--- src/rtl/cr_guard_pkg.sv ---
package cr_guard_pkg;

  typedef struct packed {
    logic [1:0] pup;
    logic [1:0] vfail;
    logic [1:0] blk;
  } nv_cfg_t;

  typedef enum logic [1:0] {
    X_IDLE,
    X_WR_FIRST,
    X_WR_HELD,
    X_RD
  } xact_st_e;

  localparam logic [7:0] CMD_WEL  = 8'h02;
  localparam logic [7:0] CMD_RWEL = 8'h06;

  function automatic logic [7:0] cr_image(nv_cfg_t nv, logic wel, logic rwel);
    return {nv.pup[1], nv.vfail[1], nv.vfail[0], nv.blk[1], nv.blk[0],
            rwel, wel, nv.pup[0]};
  endfunction

endpackage

--- src/rtl/cr_guard_xact.sv ---
module cr_guard_xact
  import cr_guard_pkg::*;
(
  input  logic       clk_i,
  input  logic       rst_ni,
  input  logic       start_i,
  input  logic       stop_i,
  input  logic       byte_valid_i,
  input  logic [7:0] byte_i,
  input  logic       addr_match_i,
  input  logic       rnw_i,
  input  logic       busy_i,
  input  logic [7:0] image_i,
  output logic       ack_o,
  output logic       exec_o,
  output logic [7:0] exec_data_o,
  output logic       rd_valid_o,
  output logic [7:0] rd_data_o
);

  xact_st_e   state_q;
  logic [7:0] held_q;
  logic       ack_q, exec_q, rdv_q;
  logic [7:0] rdd_q;

  always_ff @(posedge clk_i or negedge rst_ni) begin
    if (!rst_ni) begin
      state_q <= X_IDLE;
      held_q  <= '0;
      ack_q   <= 1'b0;
      exec_q  <= 1'b0;
      rdv_q   <= 1'b0;
      rdd_q   <= '0;
    end else begin
      ack_q  <= 1'b0;
      exec_q <= 1'b0;
      rdv_q  <= 1'b0;
      if (start_i) begin
        if (!addr_match_i)  state_q <= X_IDLE;
        else if (rnw_i)     state_q <= X_RD;
        else                state_q <= X_WR_FIRST;
      end else if (stop_i) begin
        if (state_q == X_WR_HELD) exec_q <= 1'b1;
        state_q <= X_IDLE;
      end else if (byte_valid_i) begin
        unique case (state_q)
          X_WR_FIRST: begin
            if (!busy_i) begin
              held_q  <= byte_i;
              ack_q   <= 1'b1;
              state_q <= X_WR_HELD;
            end else begin
              state_q <= X_IDLE;
            end
          end
          X_WR_HELD: state_q <= X_IDLE;  // second byte: abort, no ack
          X_RD: begin
            rdv_q   <= 1'b1;
            rdd_q   <= image_i;
            state_q <= X_IDLE;          // one byte per read
          end
          default: state_q <= X_IDLE;
        endcase
      end
    end
  end

  assign ack_o       = ack_q;
  assign exec_o      = exec_q;
  assign exec_data_o = held_q;
  assign rd_valid_o  = rdv_q;
  assign rd_data_o   = rdd_q;

  a_r8_abort_no_ack: assert property (@(posedge clk_i) disable iff (!rst_ni)
    (state_q == X_WR_HELD && byte_valid_i && !start_i && !stop_i) |=> (!ack_o && !exec_o));

  a_r10_single_byte: assert property (@(posedge clk_i) disable iff (!rst_ni)
    rd_valid_o |=> !rd_valid_o);

  a_r7_busy_no_ack: assert property (@(posedge clk_i) disable iff (!rst_ni)
    (busy_i && byte_valid_i) |=> !ack_o);

  a_r12_ack_after_byte: assert property (@(posedge clk_i) disable iff (!rst_ni)
    ack_o |-> $past(byte_valid_i));

endmodule

--- src/rtl/cr_guard_seq.sv ---
module cr_guard_seq
  import cr_guard_pkg::*;
#(
  parameter nv_cfg_t NV_INIT = 6'b11_00_10
) (
  input  logic       clk_i,
  input  logic       rst_ni,
  input  logic       exec_i,
  input  logic [7:0] data_i,
  input  logic       wp_i,
  output logic       commit_o,
  output logic       wel_o,
  output logic       rwel_o,
  output nv_cfg_t    nv_o
);

  nv_cfg_t nv_q, nv_d;
  logic    wel_q, wel_d, rwel_q, rwel_d, commit;

  always_comb begin
    nv_d   = nv_q;
    wel_d  = wel_q;
    rwel_d = rwel_q;
    commit = 1'b0;
    if (exec_i) begin
      if (wel_q && rwel_q) begin
        unique case (data_i[2:1])
          2'b01: begin
            rwel_d = 1'b0;
            if (!wp_i) begin
              commit   = 1'b1;
              nv_d.pup   = {data_i[7], data_i[0]};
              nv_d.vfail = {data_i[6], data_i[5]};
              nv_d.blk   = {data_i[4], data_i[3]};
            end
          end
          2'b11:   rwel_d = 1'b1;  // re-arm only
          default: rwel_d = 1'b0;
        endcase
      end else if (wel_q) begin
        rwel_d = (data_i == CMD_RWEL);
      end else if (data_i == CMD_WEL) begin
        wel_d = 1'b1;
      end
    end
  end

  always_ff @(posedge clk_i or negedge rst_ni) begin
    if (!rst_ni) begin
      nv_q   <= NV_INIT;
      wel_q  <= 1'b0;
      rwel_q <= 1'b0;
    end else begin
      nv_q   <= nv_d;
      wel_q  <= wel_d;
      rwel_q <= rwel_d;
    end
  end

  assign commit_o = commit;
  assign wel_o    = wel_q;
  assign rwel_o   = rwel_q;
  assign nv_o     = nv_q;

  a_r9_wp_holds_nv: assert property (@(posedge clk_i) disable iff (!rst_ni)
    wp_i |=> $stable(nv_q));

  a_r4_commit_clears_rwel: assert property (@(posedge clk_i) disable iff (!rst_ni)
    commit_o |=> (!rwel_q && wel_q));

  a_r3_rwel_needs_wel: assert property (@(posedge clk_i) disable iff (!rst_ni)
    rwel_q |-> wel_q);

  a_r6_no_exec_no_change: assert property (@(posedge clk_i) disable iff (!rst_ni)
    !exec_i |=> ($stable(nv_q) && $stable(rwel_q)));

endmodule

--- src/rtl/cr_guard_timer.sv ---
module cr_guard_timer #(
  parameter int unsigned WR_CYCLES = 40
) (
  input  logic clk_i,
  input  logic rst_ni,
  input  logic load_i,
  output logic busy_o
);

  localparam int unsigned CW = $clog2(WR_CYCLES + 1);

  logic [CW-1:0] cnt_q;

  always_ff @(posedge clk_i or negedge rst_ni) begin
    if (!rst_ni)             cnt_q <= '0;
    else if (load_i)         cnt_q <= CW'(WR_CYCLES);
    else if (cnt_q != '0)    cnt_q <= cnt_q - 1'b1;
  end

  assign busy_o = (cnt_q != '0);

  a_r7_busy_after_load: assert property (@(posedge clk_i) disable iff (!rst_ni)
    load_i |=> busy_o);

  a_r7_no_load_while_busy: assert property (@(posedge clk_i) disable iff (!rst_ni)
    load_i |-> !busy_o);

endmodule

--- src/rtl/cr_guard.sv ---
module cr_guard
  import cr_guard_pkg::*;
#(
  parameter nv_cfg_t     NV_INIT   = 6'b11_00_10,
  parameter int unsigned WR_CYCLES = 40
) (
  input  logic       clk_i,
  input  logic       rst_ni,
  input  logic       start_i,
  input  logic       stop_i,
  input  logic       byte_valid_i,
  input  logic [7:0] byte_i,
  input  logic       addr_match_i,
  input  logic       rnw_i,
  input  logic       wp_i,
  output logic       ack_o,
  output logic       rd_valid_o,
  output logic [7:0] rd_data_o,
  output logic       busy_o,
  output logic       wel_o,
  output logic       rwel_o,
  output logic [1:0] pup_o,
  output logic [1:0] vfail_o,
  output logic [1:0] blk_o
);

  logic       exec, commit, busy, wel, rwel;
  logic [7:0] exec_data, image;
  nv_cfg_t    nv;

  assign image = cr_image(nv, wel, rwel);

  cr_guard_xact u_xact (
    .clk_i, .rst_ni, .start_i, .stop_i, .byte_valid_i, .byte_i,
    .addr_match_i, .rnw_i,
    .busy_i      (busy),
    .image_i     (image),
    .ack_o,
    .exec_o      (exec),
    .exec_data_o (exec_data),
    .rd_valid_o,
    .rd_data_o
  );

  cr_guard_seq #(.NV_INIT(NV_INIT)) u_seq (
    .clk_i, .rst_ni,
    .exec_i   (exec),
    .data_i   (exec_data),
    .wp_i,
    .commit_o (commit),
    .wel_o    (wel),
    .rwel_o   (rwel),
    .nv_o     (nv)
  );

  cr_guard_timer #(.WR_CYCLES(WR_CYCLES)) u_timer (
    .clk_i, .rst_ni,
    .load_i (commit),
    .busy_o (busy)
  );

  assign busy_o  = busy;
  assign wel_o   = wel;
  assign rwel_o  = rwel;
  assign pup_o   = nv.pup;
  assign vfail_o = nv.vfail;
  assign blk_o   = nv.blk;

endmodule

--- config.mk ---
export PLATFORM = sky130hd
export DESIGN_NAME = cr_guard
export DESIGN_NICKNAME = d
export VERILOG_FILES = /design/src/rtl/cr_guard_pkg.sv /design/src/rtl/cr_guard_xact.sv /design/src/rtl/cr_guard_seq.sv /design/src/rtl/cr_guard_timer.sv /design/src/rtl/cr_guard.sv
export SDC_FILE = /design/constraint.sdc
export NUM_CORES = 1
export LEC_CHECK = 0
export CAP_MARGIN = 20
export CORE_UTILIZATION = 40
export CTS_BUF_LIST = sky130_fd_sc_hd__clkbuf_2 sky130_fd_sc_hd__clkbuf_4 sky130_fd_sc_hd__clkbuf_8
export DETAILED_ROUTE_END_ITERATION = 8
export PLACE_DENSITY = 0.66
export SYNTH_ARGS = -nofsm -noshare
export SYNTH_HDL_FRONTEND = slang
export SYNTH_SLANG_ARGS = --single-unit
export TNS_END_PERCENT = 5
--- constraint.sdc ---
create_clock -name clk_i -period 5 [get_ports clk_i]
set_input_delay 1 -clock clk_i [delete_from_list [all_inputs] [get_ports clk_i]]
set_output_delay 1 -clock clk_i [all_outputs]
set_load 0.005 [all_outputs]
==> impl_results.md, run 1 <==
- FF+latch count, synth: 35
- Pins Over Slew Limit: 0
- CTS Buffer Depth: 2
- Hpwl dp: 2030 µm
- Layout cells sized above 1: 25.5%
- Power Density: 266 mW/mm²
- LEAKAGE: 0.961 nW
- IO buf count: 34
- Avg Inst Size Synth: 13.7 µm²
- RSZ-0062 raised after global routing: no
- Number of diodes: 0
- Vias in the first global route: 1045
- Post-synth net total: 129
- Total vias in the final route: 1030
- WL per Instance: 14.0 µm
- Seq/Total Area, Yosys: 58.0%
- Die ar.: 0.00404 mm²
- GRT Total Usage: 16.4%
- Cts hold-fix bufs: 0
- Fin util: 54.8%
- Core Rows: 22
- Cell count after synthesis: 111
- Die width: 63.6 µm
- CTS buffer count: 5
- Post-CTS setup repair buffer count: 0
- Reg-to-Reg End: u_xact.exec_data_o[4]$_DFFE_PN0P_
- Overflow after GRT: 0
- Worst Setup End Kind: output pin
- TNS Setup: 0 ps
- Die Y: 63.6 µm
- Clock Latency Late Sink: 280 ps
- Rel. slew slack: 69.1%
- Initial antenna violation count: 0
- Non-filler instance count after layout: 201
- Setup violations, final: 0
- Fmax: 0.350 GHz
- H-tree lvl count: 2
- RD Place Congestion: 0.710
- Clock root cell: clkbuf_8
- Worst Path Max Fanout: 4
- Status: completed
- Flop-to-flop setup slack: 2810 ps
- Maximum VDD drop: 214 µV
- Netlist Area Pre-Place: 0.00152 mm²
- Detailed Route WL: 2820 µm
- Sink Count: 35
- Post_cts resized: 0
- Worst Setup Path Type: reg -> out
- Core region area: 0.00366 mm²
- Min Clock Period, post-route: 2860 ps
- CP Capture Point: busy_o
- Pin count of the biggest net entering global routing: 36
- Drt pass-1 iters: 4
- Vias per cell: 5.12
- Initial core utilization: 41.4%
- Area Overhead vs Synth: 32.3%
- Startpoint Class: flop
- Clock-pin slew on the worst setup and hold paths: 60 ps
- 1st-iter DRT viols: 34
- Final net count: 170
- CP Launch Point: u_timer.cnt_q[0]$_DFFE_PN0P_
- Antenna Violating Nets Remaining: 0
- Reg2Reg Depth: 5
- Skew final: 1.80 ps
- Worst r2r src: u_timer.cnt_q[0]$_DFFE_PN0P_
- First-pass GRT wire length: 4900 µm
- Least-Margin Pin Slew: 459 ps
- # DRC: 0
- TritonCTS clock tree: yes
- Warnings from Yosys: 0
- Fin crit share: 57.1%
- Arrival @ worst endpoint: 1860 ps
- Netlist cell types: 35
- Max-cap viol count: 0
- Tot Pwr: 0.534 mW
- Hold Crit Class: reg -> reg
- Final hold vios: 0
- I/O Pins: 35
- Placed Instances: 193
- # fillers: 326
- Req. time, crit path: 4000 ps
[area by class of cell]
| cell class | instances | area [µm²] | share of cell area [%] |
|---|---|---|---|
| sequential | 35 | 880 | 43.9 |
| clock buffer | 7 | 83.8 | 4.18 |
| tap | 48 | 60.1 | 2.99 |
| timing repair buffer | 36 | 355 | 17.7 |
| multi-input combinational | 69 | 603 | 30.1 |
| inverter | 5 | 18.8 | 0.936 |
| clock inverter | 1 | 5.00 | 0.250 |
[Yosys cell counts]
library cell	instances	area [µm²]
dfrtp_1	32	801
mux2_2	14	158
mux2_4	8	120
inv_1	5	18.8
nand2_1	5	18.8
nor3_1	4	20.0
dfstp_2	3	78.8
nor2b_1	3	18.8
nor3b_1	3	22.5
a211oi_1	2	15.0
a21oi_1	2	10.0
ha_1	2	25.0
nand3_1	2	10.0
nor2_1	2	7.51
nor4bb_1	2	20.0
o21ai_0	2	10.0
o41ai_1	2	17.5
a211o_2	1	10.0
a31oi_1	1	6.26
a41o_1	1	10.0
and2_1	1	6.26
and3_1	1	6.26
buf_6	1	11.3
clkbuf_1	1	3.75
nand2b_1	1	6.26
nand3b_1	1	7.51
nand4_1	1	6.26
nor4_1	1	6.26
nor4b_1	1	8.76
o31ai_1	1	7.51
or2b_2	1	8.76
or3_1	1	6.26
or3_4	1	11.3
or4b_4	1	13.8
xor2_1	1	8.76
[worst min path at each step]
| stage | startpoint | endpoint | slack [ps] | depth (start not counted) |
|---|---|---|---|---|
| floorplan | u_xact.state_q[0]$_DFFE_PN0P_ | u_xact.exec_o$_DFF_PN0_ | 430 | 1 |
| global placement | u_xact.state_q[0]$_DFFE_PN0P_ | u_xact.exec_o$_DFF_PN0_ | 450 | 1 |
| detailed placement | u_xact.state_q[0]$_DFFE_PN0P_ | u_xact.exec_o$_DFF_PN0_ | 460 | 1 |
| CTS | u_xact.state_q[0]$_DFFE_PN0P_ | u_xact.exec_o$_DFF_PN0_ | 470 | 1 |
| global route | u_xact.state_q[0]$_DFFE_PN0P_ | u_xact.exec_o$_DFF_PN0_ | 490 | 1 |
| finish | u_xact.state_q[0]$_DFFE_PN0P_ | u_xact.exec_o$_DFF_PN0_ | 480 | 1 |
[critical path, cell delays in order, from the launching register on]
cell and delay (ps):
dfrtp_1 410, inv_1 140, ha_1 200, nor2b_1 210, nand2_1 140, clkdlybuf4s50_1 490
[power by group]
part | internal, mW | switching [mW] | leakage [nW]
Sequential | 0.291 | 0.00657 | 0.472
Clock | 0.108 | 0.0912 | 0.0491
Combinational | 0.0237 | 0.0135 | 0.441
[layout by cell type, fill, tap and decap left out, drive strengths merged, types with 3 or more instances in the layout]
cell,instances
nand2,5
nor3b,3
dfrtp,32
nor2b,3
inv,5
nor3,4
mux2,22
clkdlybuf4s50,34
dfstp,3
clkbuf,7
[through the flow]
step / area, µm² / hold WS, ps / setup slack (ps)
2_1_floorplan: 1520 / 431 / 2800
3_3_place_gp: 1920 / 452 / 2280
3_5_place_dp: 1920 / 459 / 2260
4_1_cts: 2010 / 468 / 2160
5_1_grt: 2010 / 491 / 2040
6_report: 2010 / 482 / 2140
[flip-flops by register name, summed over array words and instances (netlist names)]
name and count:
u_xact.rd_valid_o 1, u_xact.exec_data_o 8, u_seq.nv_o 6, u_seq.wel_o 1
u_xact.rd_data_o 8, u_xact.exec_o 1, u_xact.state_q 2, u_seq.rwel_o 1
u_xact.ack_o 1, u_timer.cnt_q 6
[kinds of logic (layout without fill, tap and decap cells)]
kind of cell | after synthesis | count (layout) | share of synthesized area [%]
flip-flops | 35 | 35 | 58.0
AND/OR/NAND/NOR | 32 | 32 | 13.5
multiplexers | 22 | 22 | 18.3
AO/OA/AOI/OAI | 12 | 12 | 5.69
buffers and inverters | 7 | 49 | 2.23
adder cells (fa/ha/maj) | 2 | 2 | 1.65
XOR/XNOR | 1 | 1 | 0.578
[routing by layer]
metal	GRT usage, %	part of all wire (%)	vias to the layer above
li1	-	-	486
met1	20.1	45	505
met2	25.5	48	33
met3	5.25	4.7	6
met4	8.52	1.8	0
met5	0	0	-
(Power assumes the default switching activity.)
==> run 2: changes to the inputs <==
==> constraint.sdc (replaced) <==
create_clock -name clk_i -period 2.8 [get_ports clk_i]
set_input_delay 0.56 -clock clk_i [delete_from_list [all_inputs] [get_ports clk_i]]
set_output_delay 0.56 -clock clk_i [all_outputs]
set_load 0.005 [all_outputs]
==> run 2 against run 1 <==
Effect of this change:
- first-iteration DRC count down 53%
- critical path depth is the same
- highest routed layer unchanged
- count of clock-buffer cells in the layout unchanged
- hold slack worse by 19 ps
- sequential share of layout area decreased by 0.14 points
- flip-flop and latch count is the same
==> impl_results.md, run 2 (same netlist as run 1, synthesis figures left out) <==
- Status: completed
- Least-Margin Pin Slew: 450 ps
- Area Overhead vs Synth: 32.7%
- Core region area: 0.00366 mm²
- Arrival @ worst endpoint: 1840 ps
- TritonCTS clock tree: yes
- Fin util: 55.0%
- Logic pwr share: 6.9%
- Reg area: 880 µm²
- RD Place Congestion: 0.710
- TNS Setup: 0 ps
- Drt pass-1 iters: 4
- Vias per cell: 5.01
- Pin count of the biggest net entering global routing: 36
- Layout cells sized above 1: 25.5%
- Clock Latency Late Sink: 280 ps
- Startpoint Class: flop
- Initial antenna violation count: 0
- GRT Total Usage: 15.7%
- Sink Count: 35
- Worst r2r src: u_timer.cnt_q[0]$_DFFE_PN0P_
- Hold path endpoint: u_xact.exec_o$_DFF_PN0_
- Commonest non-fill, non-tap cell in the layout: clkdlybuf4s50_1
- Worst Setup End Kind: output pin
- # fillers: 327
- Reg2Reg Depth: 5
- Req. time, crit path: 2240 ps
- Post-CTS setup repair buffer count: 0
- Pins Over Slew Limit: 0
- Tot Pwr: 0.966 mW
- Clock power share: 38.2%
- Clock-pin slew on the worst setup and hold paths: 60 ps
- 1st-iter DRT viols: 16
- CTS Buffer Depth: 2
- Min Clock Period, post-route: 2400 ps
- Hpwl dp: 2010 µm
- Hold Crit Class: reg -> reg
- Max-cap viol count: 0
- Reg-to-Reg End: u_xact.exec_data_o[4]$_DFFE_PN0P_
- Number of diodes: 0
- Die width: 63.6 µm
- Most frequent cells in the layout: clkdlybuf4s50_1 (34), dfrtp_1 (32), mux2_2 (14)
- RSZ-0062 raised after global routing: no
- H-tree lvl count: 2
- Sw frac: 20.4%
- Cts hold-fix bufs: 0
- Detailed Route WL: 2780 µm
- Final hold vios: 0
- LEAKAGE: 0.964 nW
- Final net count: 170
- Initial core utilization: 41.4%
- Vias in the first global route: 1029
- Internal power: 0.769 mW
- Power Density: 480 mW/mm²
- Setup violations, final: 0
- Worst Path Max Fanout: 4
- Overflow after GRT: 0
- Fmax: 0.417 GHz
- Maximum VDD drop: 422 µV
- Area of the multi-input gates: 603 µm²
- Total vias in the final route: 1007
- Psw: 0.197 mW
- I/O Pins: 35
- IO buf count: 34
- Fin crit share: 85.7%
- Die ar.: 0.00404 mm²
- Worst Setup Path Type: reg -> out
- CTS buffer count: 5
- Rel. slew slack: 69.9%
- Post_cts resized: 0
- Clock root cell: clkbuf_8
- WHS Path Cells: 1
- First-pass GRT wire length: 4760 µm
- WL per Instance: 13.8 µm
- Skew final: 4.29 ps
- Antenna Violating Nets Remaining: 0
- Die Y: 63.6 µm
- # DRC: 0
- Flop-to-flop setup slack: 620 ps
- Core Rows: 22
- Hold_sp: u_xact.state_q[0]$_DFFE_PN0P_
- Register share of total power: 55.0%
==> run 2: changes by cell type in the layout (fill, tap and decap cells not counted) <==
cell / previous run / this run
clkbuf_8: 5 / 6
clkbuf_4: 2 / 1
==> run 2: layout make-up <==
class / instances / area share, %
Sequential cell: 35 / 43.7
Multi-Input combinational cell: 69 / 30.0
Timing Repair Buffer: 36 / 17.7
Clock buffer: 7 / 4.48
Tap cell: 48 / 2.99
Inverter: 5 / 0.933
Clock inverter: 1 / 0.249
==> run 2: power groups by stage <==
stage | Combinational [mW] | Clock (mW) | Sequential [mW]
4_1_cts | 0.0679 | 0.386 | 0.531
6_report | 0.0662 | 0.369 | 0.531
2_1_floorplan | 0.0294 | 0 | 0.536
3_3_place_gp | 0.0658 | 0 | 0.539
5_1_grt | 0.0729 | 0.402 | 0.533
3_5_place_dp | 0.0677 | 0 | 0.540
==> run 2: worst max path at each step <==
stage	startpoint	slack, ps	end
floorplan	u_timer.cnt_q[0]$_DFFE_PN0P_	750	u_xact.exec_data_o[0]$_DFFE_PN0P_
global placement	wp_i	520	u_seq.nv_o[3]$_DFFE_PN0P_
detailed placement	stop_i	510	u_xact.exec_data_o[4]$_DFFE_PN0P_
CTS	u_timer.cnt_q[0]$_DFFE_PN0P_	390	busy_o
global route	u_timer.cnt_q[0]$_DFFE_PN0P_	280	busy_o
finish	u_timer.cnt_q[0]$_DFFE_PN0P_	400	busy_o
==> run 2: through the flow <==
step	instances	area [µm²]	hold slack, ps	setup slack (ps)
after CTS	201	2010	465	392
after global routing	201	2010	493	277
after global placement	193	1920	452	516
after floorplan	111	1520	264	754
after detailed placement	193	1920	455	507
final	201	2010	463	401
==> run 2: metal layers <==
layer	track usage, %	routed length [µm]	vias to the layer above
met5	0	0	-
met4	5.97	49	0
met3	4.71	130	6
met2	25.5	1390	28
met1	19.3	1210	489
li1	-	-	484
==> run 2: critical path, cell delays in order, from the launching register on <==
cell,delay [ps]
dfrtp_1,400
inv_1,130
ha_1,200
nor2b_1,220
nand2_1,140
clkdlybuf4s50_1,480
==> run 3: changes to the inputs <==
--- a/config.mk
+++ b/config.mk
@@ -6,6 +6,7 @@
 export NUM_CORES = 1
 export LEC_CHECK = 0
 export CAP_MARGIN = 20
+export CORE_ASPECT_RATIO = 1.4
 export CORE_UTILIZATION = 40
 export CTS_BUF_LIST = sky130_fd_sc_hd__clkbuf_2 sky130_fd_sc_hd__clkbuf_4 sky130_fd_sc_hd__clkbuf_8
 export DETAILED_ROUTE_END_ITERATION = 8
==> run 3 against run 2 <==
Effect of this change:
- hold slack improved by 18 ps
- sequential share of layout area about the same
- core utilization increased by 0.30 points
- count of clock-buffer cells in the layout increased by 1
- total power increased by 4.1%
- critical path depth unchanged
- die area about the same
- largest cell class unchanged
- largest power group unchanged
- highest routed layer unchanged
==> impl_results.md, run 3 (same netlist as run 1, synthesis figures left out) <==
- Status: completed
- Post_cts resized: 0
- Worst Setup End Kind: output pin
- Least-Margin Pin Slew: 429 ps
- Layout cells sized above 1: 25.5%
- Fmax: 0.405 GHz
- Critical-path top delay cell: clkdlybuf4s50_1
- Pin count of the biggest net entering global routing: 36
- Die ar.: 0.00405 mm²
- Fin crit share: 88.1%
- Skew final: 4.81 ps
- Final net count: 170
- Power Density: 499 mW/mm²
- M1 wire length: 1330 µm
- H-tree lvl count: 2
- Reg area: 880 µm²
- RSZ-0062 raised after global routing: no
- TritonCTS clock tree: yes
- Req. time, crit path: 2240 ps
- TNS Setup: 0 ps
- Area Overhead vs Synth: 32.8%
- Arrival @ worst endpoint: 1910 ps
- Pre-CTS WS: 502 ps
- Worst Path Max Fanout: 4
- CP top delay family: buffers and inverters
- Critical Path Max Stage Delay: 480 ps
- Setup violations, final: 0
- Number of diodes: 0
- LEAKAGE: 0.967 nW
- Minimum hold slack: 480 ps
- I/O Pins: 35
- # fillers: 310
- Vias per cell: 5.24
- CTS Buffer Depth: 2
- DR WL met3: 172 µm
- Startpoint Class: flop
- Commonest non-fill, non-tap cell in the layout: clkdlybuf4s50_1
- Core Rows: 26
- Maximum VDD drop: 400 µV
- First-pass GRT wire length: 4800 µm
- CTS buffer count: 5
- Area of the multi-input gates: 603 µm²
- Met2 wire length: 1440 µm
- Initial antenna violation count: 0
- Worst Setup Path Type: reg -> out
- Overflow after GRT: 0
- IO buf count: 34
- Clock-pin slew on the worst setup and hold paths: 70 ps
- Antenna Violating Nets Remaining: 0
- Vias in the first global route: 1037
- Total vias in the final route: 1021
- Hold Crit Class: reg -> reg
- RD Place Congestion: 0.752
- Sink Count: 35
- Core region area: 0.00364 mm²
- Clock Latency Late Sink: 290 ps
- Die Y: 74.9 µm
- Pins Over Slew Limit: 0
- Crit path cell chain: inv_1 > ha_1 > nor2b_1 > nand2_1 > clkdlybuf4s50_1
- Rel. slew slack: 71.2%
- Initial core utilization: 41.6%
- Max-cap viol count: 0
- GRT Total Usage: 17.5%
- Cts hold-fix bufs: 0
- Final hold vios: 0
- WL per Instance: 15.3 µm
- Detailed Route WL: 2990 µm
- Die width: 54.0 µm
- Post-CTS setup repair buffer count: 0
- Critical path buffer and inverter count: 2
- Min Clock Period, post-route: 2470 ps
- # DRC: 0
- Max Used Layer: met4
- Hpwl dp: 2080 µm
- Clock root cell: clkbuf_8
- 1st-iter DRT viols: 19
- Post-layout worst setup margin: 332 ps
- Most frequent cells in the layout: clkdlybuf4s50_1 (34), dfrtp_1 (32), mux2_2 (14)
- Drt pass-1 iters: 4
[run 3: metal layers]
layer / track usage [%] / vias to the layer above
met5: 0 / -
met4: 11.1 / 0
met3: 5.25 / 4
met2: 25.9 / 29
met1: 22.1 / 502
li1: - / 486
[run 3: final cells by class]
class / instances / share of cell area [%]
clock buffer: 8 / 5.16
inverter: 5 / 0.932
multi-input combinational: 69 / 30.0
sequential: 35 / 43.7
tap: 42 / 2.61
timing repair buffer: 36 / 17.7
[run 3: worst reg2reg max path: stages, from the launching register on]
cell and delay (ps):
dfrtp_1 410, inv_1 130, ha_1 210, or2b_2 340, or4b_4 650, mux2_4 340
[run 3: path summary, 6_finish.rpt]
| kind | endpoint | slack (ps) | start | cells past startpoint |
|---|---|---|---|---|
| setup / recovery | busy_o | 330 | u_timer.cnt_q[0]$_DFFE_PN0P_ | 5 |
| hold / removal | u_xact.exec_o$_DFF_PN0_ | 480 | u_xact.state_q[0]$_DFFE_PN0P_ | 1 |
| setup reg to reg | u_xact.exec_data_o[2]$_DFFE_PN0P_ | 590 | u_timer.cnt_q[0]$_DFFE_PN0P_ | 5 |
| hold reg to reg | u_xact.exec_o$_DFF_PN0_ | 480 | u_xact.state_q[0]$_DFFE_PN0P_ | 1 |
| max in group asynchronous | u_seq.nv_o[4]$_DFFE_PN1P_ | 1780 | rst_ni | 2 |
| min in group asynchronous | u_timer.cnt_q[3]$_DFFE_PN0P_ | 670 | rst_ni | 2 |
[run 3: through the flow]
| stage | instances | utilization, % | area (µm²) | power [mW] |
|---|---|---|---|---|
| 2_1_floorplan | 111 | - | 1520 | 0.566 |
| 3_3_place_gp | 187 | 52.4 | 1910 | 0.606 |
| 3_5_place_dp | 187 | 52.4 | 1910 | 0.607 |
| 4_1_cts | 195 | 55.3 | 2010 | 1.02 |
| 5_1_grt | 195 | 55.3 | 2010 | 1.04 |
| 6_report | 195 | 55.3 | 2010 | 1.01 |
[run 3: where the power goes]
group	internal [mW]	switching, mW
Clock	0.234	0.174
Sequential	0.519	0.0114
Combinational	0.0422	0.0242
